`config.mk`:
```
export PLATFORM = sky130hd
export DESIGN_NAME = fpkt_framer
export DESIGN_NICKNAME = d
export VERILOG_FILES = /design/src/rtl/fpkt_pkg.sv /design/src/rtl/fpkt_ctrl.sv /design/src/rtl/fpkt_dp.sv /design/src/rtl/fpkt_framer.sv
export SDC_FILE = /design/constraint.sdc
export NUM_CORES = 1
export LEC_CHECK = 0
export CAP_MARGIN = 20
export CORE_ASPECT_RATIO = 1.75
export CORE_MARGIN = 5
export CORE_UTILIZATION = 48
export DETAILED_ROUTE_END_ITERATION = 10
export PLACE_DENSITY_LB_ADDON = 0.25
export SLEW_MARGIN = 5
export SYNTH_ARGS = -nofsm -noshare
export SYNTH_HDL_FRONTEND = slang
export SYNTH_HIERARCHICAL = 1
export SYNTH_SLANG_ARGS = --single-unit
```
`constraint.sdc`:
```
create_clock -name clk -period 5.03 [get_ports clk]
set_clock_uncertainty 0.15 [all_clocks]
set_input_delay 0.503 -clock clk [delete_from_list [all_inputs] [get_ports clk]]
set_output_delay 0.503 -clock clk [all_outputs]
set_load 0.02 [all_outputs]
```
`src/rtl/fpkt_pkg.sv`:
```
package fpkt_pkg;

  localparam int OP_W = 8;

  typedef enum logic [2:0] {
    CLS_NOP   = 3'd0,
    CLS_DRAW  = 3'd1,
    CLS_FILL  = 3'd2,
    CLS_COPY  = 3'd3,
    CLS_IMGWR = 3'd4,
    CLS_IMGRD = 3'd5,
    CLS_ENV   = 3'd6
  } pkt_cls_e;

  typedef enum logic [1:0] {
    POLY_NONE   = 2'd0,
    POLY_FLAT   = 2'd1,
    POLY_SHADED = 2'd2
  } poly_mode_e;

  typedef struct packed {
    logic       envWe;
    logic [2:0] envSel;
    logic       posCap;
    logic       hdrFire;
    logic       hdrRead;
  } dp_strobe_t;

  function automatic pkt_cls_e classOf(input logic [OP_W-1:0] op);
    pkt_cls_e c;
    c = CLS_NOP;
    if (op == 8'h02)                             c = CLS_FILL;
    else if (op[7:5] inside {3'b001, 3'b010, 3'b011}) c = CLS_DRAW;
    else if (op[7:5] == 3'b100)                  c = CLS_COPY;
    else if (op[7:5] == 3'b101)                  c = CLS_IMGWR;
    else if (op[7:5] == 3'b110)                  c = CLS_IMGRD;
    else if (op[7:3] == 5'b11100)                c = CLS_ENV;
    return c;
  endfunction

  function automatic poly_mode_e polyOf(input logic [OP_W-1:0] op);
    poly_mode_e m;
    m = POLY_NONE;
    if (op[7:3] == 5'b01001)      m = POLY_FLAT;
    else if (op[7:3] == 5'b01011) m = POLY_SHADED;
    return m;
  endfunction

  // parameter words following the opcode word
  function automatic logic [3:0] paramCount(input logic [OP_W-1:0] op);
    logic [3:0] verts;
    logic [3:0] n;
    n = 4'd0;
    verts = op[3] ? 4'd4 : 4'd3;
    if (op == 8'h02) begin
      n = 4'd2;
    end else if (op[7:5] == 3'b001) begin
      n = op[2] ? (verts << 1) : verts;
      if (op[4]) n = n + verts - 4'd1;
    end else if (op[7:5] == 3'b010) begin
      n = op[4] ? (op[3] ? 4'd4 : 4'd3) : 4'd2;
    end else if (op[7:5] == 3'b011) begin
      n = (op[4:3] == 2'b00) ? (4'd2 + {3'd0, op[2]}) : (4'd1 + {3'd0, op[2]});
    end else if (op[7:5] == 3'b100) begin
      n = 4'd3;
    end else if (op[7:5] == 3'b101 || op[7:5] == 3'b110) begin
      n = 4'd2;
    end
    return n;
  endfunction

endpackage

```
`src/rtl/fpkt_ctrl.sv`:
```
module fpkt_ctrl
  import fpkt_pkg::*;
#(
  parameter int WORD_W = 32,
  parameter int CNT_W  = 4
) (
  input  logic              clk,
  input  logic              rst,
  input  logic              inValid,
  input  logic [WORD_W-1:0] inWord,
  output logic              inReady,
  output logic              outValid,
  input  logic              outReady,
  output logic [OP_W-1:0]   outOpcode,
  output logic [2:0]        outClass,
  output logic              outLast,
  output dp_strobe_t        strobe
);

  localparam logic [CNT_W-1:0] CNT_MAX = {CNT_W{1'b1}};
  localparam logic [WORD_W-1:0] TERM_MASK = WORD_W'(32'hF000F000);
  localparam logic [WORD_W-1:0] TERM_VAL  = WORD_W'(32'h50005000);

  logic [CNT_W-1:0] cnt;
  logic             oddIdx;
  logic [OP_W-1:0]  curOp;

  logic             headWord;
  logic [OP_W-1:0]  opc;
  pkt_cls_e         cls;
  poly_mode_e       pmode;
  logic             forwardIt;
  logic             termHit;
  logic             isLast;
  logic             take;
  logic             isImg;

  always_comb begin
    headWord  = (cnt == '0);
    opc       = headWord ? inWord[WORD_W-1 -: OP_W] : curOp;
    cls       = classOf(opc);
    pmode     = polyOf(opc);
    forwardIt = (cls == CLS_DRAW) || (cls == CLS_FILL) || (cls == CLS_COPY);
    isImg     = (cls == CLS_IMGWR) || (cls == CLS_IMGRD);
    termHit   = ((inWord & TERM_MASK) == TERM_VAL);
    case (pmode)
      POLY_FLAT:   isLast = (cnt >= CNT_W'(3)) && termHit;
      POLY_SHADED: isLast = (cnt >= CNT_W'(4)) && !oddIdx && termHit;
      default:     isLast = (cnt == CNT_W'(paramCount(opc)));
    endcase
    inReady   = forwardIt ? outReady : 1'b1;
    outValid  = inValid && forwardIt;
    take      = inValid && inReady;
    outOpcode = opc;
    outClass  = cls;
    outLast   = isLast;
  end

  always_comb begin
    strobe.envWe   = take && headWord && (cls == CLS_ENV);
    strobe.envSel  = opc[2:0];
    strobe.posCap  = take && isImg && (cnt == CNT_W'(1));
    strobe.hdrFire = take && isImg && (cnt == CNT_W'(2));
    strobe.hdrRead = (cls == CLS_IMGRD);
  end

  always_ff @(posedge clk) begin
    if (rst) begin
      cnt    <= '0;
      oddIdx <= 1'b0;
      curOp  <= '0;
    end else if (take) begin
      if (headWord) curOp <= inWord[WORD_W-1 -: OP_W];
      if (isLast) begin
        cnt    <= '0;
        oddIdx <= 1'b0;
      end else begin
        if (cnt != CNT_MAX) cnt <= cnt + CNT_W'(1);
        oddIdx <= !oddIdx;
      end
    end
  end

  // a stalled forwarded word must not be consumed
  assert_stall_hold_R3: assert property (@(posedge clk) disable iff (rst)
    (outValid && !outReady) |-> !inReady);

  // only draw, fill and copy reach the renderer
  assert_fwd_class_R2: assert property (@(posedge clk) disable iff (rst)
    outValid |-> (outClass inside {3'd1, 3'd2, 3'd3}));

  // after a closing word the next word is a packet head
  assert_restart_R4: assert property (@(posedge clk) disable iff (rst)
    (take && outLast) |=> (cnt == '0));

  // an idle input leaves packet progress untouched
  assert_gap_hold_R8: assert property (@(posedge clk) disable iff (rst)
    !inValid |=> $stable(cnt));

endmodule

```
`src/rtl/fpkt_dp.sv`:
```
module fpkt_dp
  import fpkt_pkg::*;
#(
  parameter int WORD_W  = 32,
  parameter int NUM_ENV = 8
) (
  input  logic                      clk,
  input  logic                      rst,
  input  dp_strobe_t                strobe,
  input  logic [WORD_W-1:0]         inWord,
  output logic [NUM_ENV*WORD_W-1:0] envRegs,
  output logic                      xferStart,
  output logic                      xferRead,
  output logic [WORD_W-1:0]         xferPos,
  output logic [WORD_W-1:0]         xferSize
);

  localparam int SEL_W = $clog2(NUM_ENV);

  logic [WORD_W-1:0] envQ [NUM_ENV];
  logic [WORD_W-1:0] posQ;

  for (genvar gi = 0; gi < NUM_ENV; gi++) begin : g_env
    localparam logic [7:0] RST_TAG = 8'(224 + gi);
    always_ff @(posedge clk) begin
      if (rst)
        envQ[gi] <= {RST_TAG, {(WORD_W-8){1'b0}}};
      else if (strobe.envWe && (SEL_W'(strobe.envSel) == SEL_W'(gi)))
        envQ[gi] <= inWord;
    end
    assign envRegs[gi*WORD_W +: WORD_W] = envQ[gi];
  end

  always_ff @(posedge clk) begin
    if (rst) begin
      posQ      <= '0;
      xferStart <= 1'b0;
      xferRead  <= 1'b0;
      xferPos   <= '0;
      xferSize  <= '0;
    end else begin
      if (strobe.posCap) posQ <= inWord;
      xferStart <= strobe.hdrFire;
      if (strobe.hdrFire) begin
        xferPos  <= posQ;
        xferSize <= inWord;
        xferRead <= strobe.hdrRead;
      end
    end
  end

  // a header spans three words, so two pulses cannot touch
  assert_xfer_pulse_R7: assert property (@(posedge clk) disable iff (rst)
    xferStart |=> !xferStart);

  // environment state moves only after a write strobe
  assert_env_quiet_R9: assert property (@(posedge clk) disable iff (rst)
    !$stable(envRegs) |-> $past(strobe.envWe));

endmodule

```
`src/rtl/fpkt_framer.sv`:
```
module fpkt_framer
  import fpkt_pkg::*;
#(
  parameter int WORD_W  = 32,
  parameter int NUM_ENV = 8,
  parameter int CNT_W   = 4
) (
  input  logic                      clk,
  input  logic                      rst,
  input  logic                      inValid,
  input  logic [WORD_W-1:0]         inWord,
  output logic                      inReady,
  output logic                      outValid,
  input  logic                      outReady,
  output logic [WORD_W-1:0]         outWord,
  output logic [7:0]                outOpcode,
  output logic [2:0]                outClass,
  output logic                      outLast,
  output logic                      xferStart,
  output logic                      xferRead,
  output logic [WORD_W-1:0]         xferPos,
  output logic [WORD_W-1:0]         xferSize,
  output logic [NUM_ENV*WORD_W-1:0] envRegs
);

  dp_strobe_t strobe;

  assign outWord = inWord;

  fpkt_ctrl #(.WORD_W(WORD_W), .CNT_W(CNT_W)) u_ctrl (
    .clk(clk), .rst(rst),
    .inValid(inValid), .inWord(inWord), .inReady(inReady),
    .outValid(outValid), .outReady(outReady),
    .outOpcode(outOpcode), .outClass(outClass), .outLast(outLast),
    .strobe(strobe)
  );

  fpkt_dp #(.WORD_W(WORD_W), .NUM_ENV(NUM_ENV)) u_dp (
    .clk(clk), .rst(rst), .strobe(strobe), .inWord(inWord),
    .envRegs(envRegs),
    .xferStart(xferStart), .xferRead(xferRead),
    .xferPos(xferPos), .xferSize(xferSize)
  );

endmodule

```
* After elaboration in Yosys (flattened, before gate mapping) *
Memories as Yosys holds them, arrays and structs flattened.
Cells that the tools add are included.

word-level totals
  bits in registers = 111
  memory bits (writable) = 256
  input port bits = 36
  memories = 1

memories
  name       depth  bits a word  read ports  clocked after memory_dff  write ports  RTL line       source
  u_dp.envQ  8      32           8           0                         8            fpkt_dp.sv:20  logic [WORD_W-1:0] envQ [NUM_ENV];

cells by class
  bitwise logic cells = 8
  reduce and logical (&&, ||, !) cells = 30
  mux-type cells = 60
  equality and inequality tests = 30
  add/sub/neg operators = 5
  order comparisons = 2

operators with widths
  operator               count
  $mux W32               8
  $mux W4                12
  $eq A3 B3 Y1 const B   10
  $mux W1                28
  $mux W3                7
  $eq A3 B2 Y1 const B   6
  $logic_and A1 B1 Y1    18
  $eq A5 B4 Y1 const B   2
  $eq A3 B1 Y1 const B   3
  $eq A8 B2 Y1 const B   1
  $eq A8 B7 Y1 const B   1
  $mux W8                1
  $or A1 B1 Y1           8
  $mux W2                3
  $eq A5 B5 Y1 const B   1
  $add A4 B1 Y4 const B  1
  $add A4 B4 Y4          1
  $eq A4 B1 Y1 const B   1
  $eq A4 B2 Y1 const B   1
  $eq A4 B4 Y1           1
  $ge A4 B2 Y1 const B   1
  $ge A4 B3 Y1 const B   1
  $logic_not A4 Y1       1
  $logic_or A1 B1 Y1     4
  other kinds (14)       14

* Longest topological paths before layout *
  word-level depth = 21
  mapped depth = 17
  depth with buffers taken out = 13

* Modules after synthesis *
The synthesis kept the hierarchy.

modules (own cells, without submodules)
  module       instances  cells an instance  area each (um^2)
  fpkt_dp      1          952                12,759.7
  fpkt_ctrl    1          212                1,590.3
  fpkt_framer  1          32                 240.2

* Least setup slack after synthesis *
OpenSTA, ideal clock, no wires.

  path type = flip-flop to flip-flop
  start point = register u_ctrl.cnt[0]
  end point = memory u_dp.envQ[0][0], enable pin
  arrival = 3,821 ps
  setup slack = 671 ps
  buffers on the path = 3
  data required time = 4,492 ps
  stages on the path, launching flop included = 13
  library setup time = 388 ps
  clock period less this slack = 4,359 ps
  path through = dfxtp_1 inv_1 ha_1 or3b_1 buf_2 buf_2 a21oi_1 a41oi_1 o21ai_0 and2_1 clkbuf_1 nor2b_1 a21o_1

RTL lines
  item                    RTL line         source
  start, declared         fpkt_ctrl.sv:24  logic [CNT_W-1:0] cnt;
  start signal, assigned  fpkt_ctrl.sv:78  if (cnt != CNT_MAX) cnt <= cnt + CNT_W'(1);
  end, declared           fpkt_dp.sv:20

* Final worst setup path *
  start point = register u_ctrl.cnt[1]
  end point = output port outLast

on the way
  word-level cells in the longest chain between the ends = 13
  elaborated cells on any way between the ends = 40
  classes of those cells = add/sub (4); order compare (2); eq/ne (12); mux (16); reduce/logical (6)

ends and longest elaborated chain
  item                                                                    RTL line           source
  parallel branches: the longest is 12 deep, another holds $add A4 B4 Y4  -
  $pmux W1 S2 (*)                                                         fpkt_ctrl.sv:46    case (pmode)
  end, declared                                                           fpkt_framer.sv:18  output logic outLast,

Every way passes the cells marked *. The select of a mux whose other input is x is not followed.

==> out/summary.txt <==
Critical Path RT: 4.38 ns
Unique masters post-synth: 65
RSZ-0062 raised after global routing: false
Top cells by area, synth: edfxtp_1 53%, dfxtp_1 15%, nor2_1 8.7%
Final worst-path cycle share: 91.82%
Gp weighted congestion: 0.8928
Setup ws final: 0.4114 ns
Final net count: 1,598
Mean post-synth cell area: 12.20 um^2
I/O Buffers: 403
Bufs on Longest Clock Path: 3
Post-CTS setup buffer count: 0
Max-slew violation count: 0
CTS tree: built
Crit Path Category: flip-flop to output pin
Post-synthesis cell count: 1,196
WL final: 48.03 mm
Startpoint Class: flip-flop
Sequential element share of the synthesized area: 67.92%
Worst Hold Class: input pin to flip-flop
Dominant synthesized flop cell: edfxtp_1
Initial DRC Count: 788
Final hold violations: 0
Clock sinks: 367
Vias per inst: 5.409
Post-synthesis async set-or-reset flop share: 0%
Yosys warning total: 6
H-tree depth: 1
Yosys top cell by area: edfxtp_1
CTS root buffer: clkbuf_16
Syn Std Cell Area: 14,590 um^2
CP max FO: 14
PwrDens: 344.6 nW/um^2
Vias in the first global route: 10,540
Initial antenna violation count: 1
TNS Setup: 0 ns
Crit end category: output pin
Die W: 141.8 um
Post-route ant nets: 0
CP arrival: 3.97 ns
CORE AREA: 30,060 um^2
Synth-to-Final Area Change: 36.64%
Commonest cells post-synth: 338 x nor2_1, 256 x edfxtp_1, 111 x dfxtp_1
Seq cells post-synth: 367
I/O pins: 404
CTS buffer count: 31
Layout cells sized above 1: 7.346%
Placed Cells: 1,909
Row count: 84
Vias: 10,640
Worst VDD drop: 0.3581 mV
Largest net degree at the start of global routing: 99
Run status: finished clean
Clk_lat worst skew: 0.58 ns
Die footprint: 34,120 um^2
DRC: 0
Die H: 240.6 um
Top-area cell type share of the netlist area: 52.69%
Max cap viols: 0
First-pass DRT Iterations: 5
Setup violations, final: 0
Global-route wire length before repair: 68.72 mm
Worst slack at placement: 0.5249 ns
Clock slew at reported path FFs: 0.07 ns
Slew HR: 32.29%
Total GRT Usage: 27.21%
Tmin final: 4.619 ns
Fmax: 0.2165 GHz
EDFF count, synth: 256
Final Non-Filler Cells: 1,967
Initial core utilization: 48.54%
Grt total ovfl: 0
Syn_nets: 1,239
Routed WL per cell: 24.42 um
Count leader, synth: nor2_1
Tightest Pin Transition: 1.016 ns
Leakage: 6.842 nW
Dpl hpwl: 33.98 mm
registers in the layout, indices dropped and copies added (netlist names):
name / flops
u_ctrl/cnt: 4
u_ctrl/oddIdx: 1
u_dp/xferRead: 1
u_dp/envQ: 256
u_dp/posQ: 32
u_dp/xferSize: 32
u_dp/xferStart: 1
u_ctrl/curOp: 8
u_dp/xferPos: 32
stage by stage:
stage | utilization (%) | total power, W | hold slack [ns] | area [um^2]
after floorplan | - | 0.004029 | 0.3101 | 14590
after global placement | 62.86 | 0.004509 | 0.3225 | 18890
after detailed placement | 62.86 | 0.004516 | 0.3306 | 18890
after CTS | 66.27 | 0.006908 | 0.1452 | 19920
after global routing | 66.32 | 0.007101 | 0.1669 | 19930
final | 66.33 | 0.006869 | 0.1692 | 19940
power by group:
part	switching, W	internal [W]
registers	0.0000582	0.00330
logic	0.000694	0.000401
clock network	0.00107	0.00134
total	0.00183	0.00504
cells by family after synthesis:
logic type	after synthesis	synth area share (%)
xor+xnor	2	0.1201
flops	367	67.92
simple gates	525	16.04
fa+ha+maj	7	0.6003
compound gates	64	3.404
buf+inv	127	4.674
mux	104	7.246
cells in the final DEF (no fill, tap or decap), types with 11 or more instances in the layout:
cell	n
a21oi_1	11
buf_4	28
clkbuf_16	31
clkdlybuf4s50_1	401
dfxtp_1	111
edfxtp_1	256
inv_1	12
mux2i_1	99
nand2_1	75
nand2b_1	33
nor2_1	338
nor2b_1	17
timing repair:
item,CTS,global route
resized for setup,1,3
endpoints found under the setup margin,1,1
hold buffers,0,0
pin swaps,0,0
critical path, cell delays in order, from the launching register on:
cell	delay (ns)
dfxtp_1	0.38
inv_1	0.14
ha_1	0.23
or3b_1	0.52
buf_4	0.27
a22oi_2	0.24
ha_1	0.28
a22o_1	0.22
a211oi_2	0.29
xnor2_1	0.18
o31ai_4	0.35
dlymetal6s2s_1	0.28
path summary, 6_finish.rpt:
path,from,to,slack [ns],depth (start not counted)
min,rst,u_dp/xferSize[29],0.17,2
min reg2reg,u_dp/xferPos[17],u_dp/xferPos[17],0.34,2
max reg2reg,u_ctrl/cnt[1],u_dp/xferPos[5],0.79,12
max,u_ctrl/cnt[1],outLast,0.41,11
cell type report:
| class | count | area [um^2] |
|---|---|---|
| clock buffer | 40 | 839.6 |
| tap | 387 | 484.2 |
| multi-input combinational | 702 | 4065 |
| fill | 2302 | 10120 |
| inverter | 15 | 56.30 |
| antenna | 1 | 2.502 |
| timing repair buffer | 438 | 4397 |
| sequential | 367 | 9910 |
| clock inverter | 17 | 182.7 |
routing by layer:
layer  vias to the layer above  global-route usage (%)  routed length, um
li1                       4818                       -                  -
met1                      5169                   30.20              16010
met2                       544                   49.18              25510
met3                       109                   5.868               4007
met4                         0                   13.13               2504
met5                         -                       0                  0
Power figures use the tool's default switching activity.
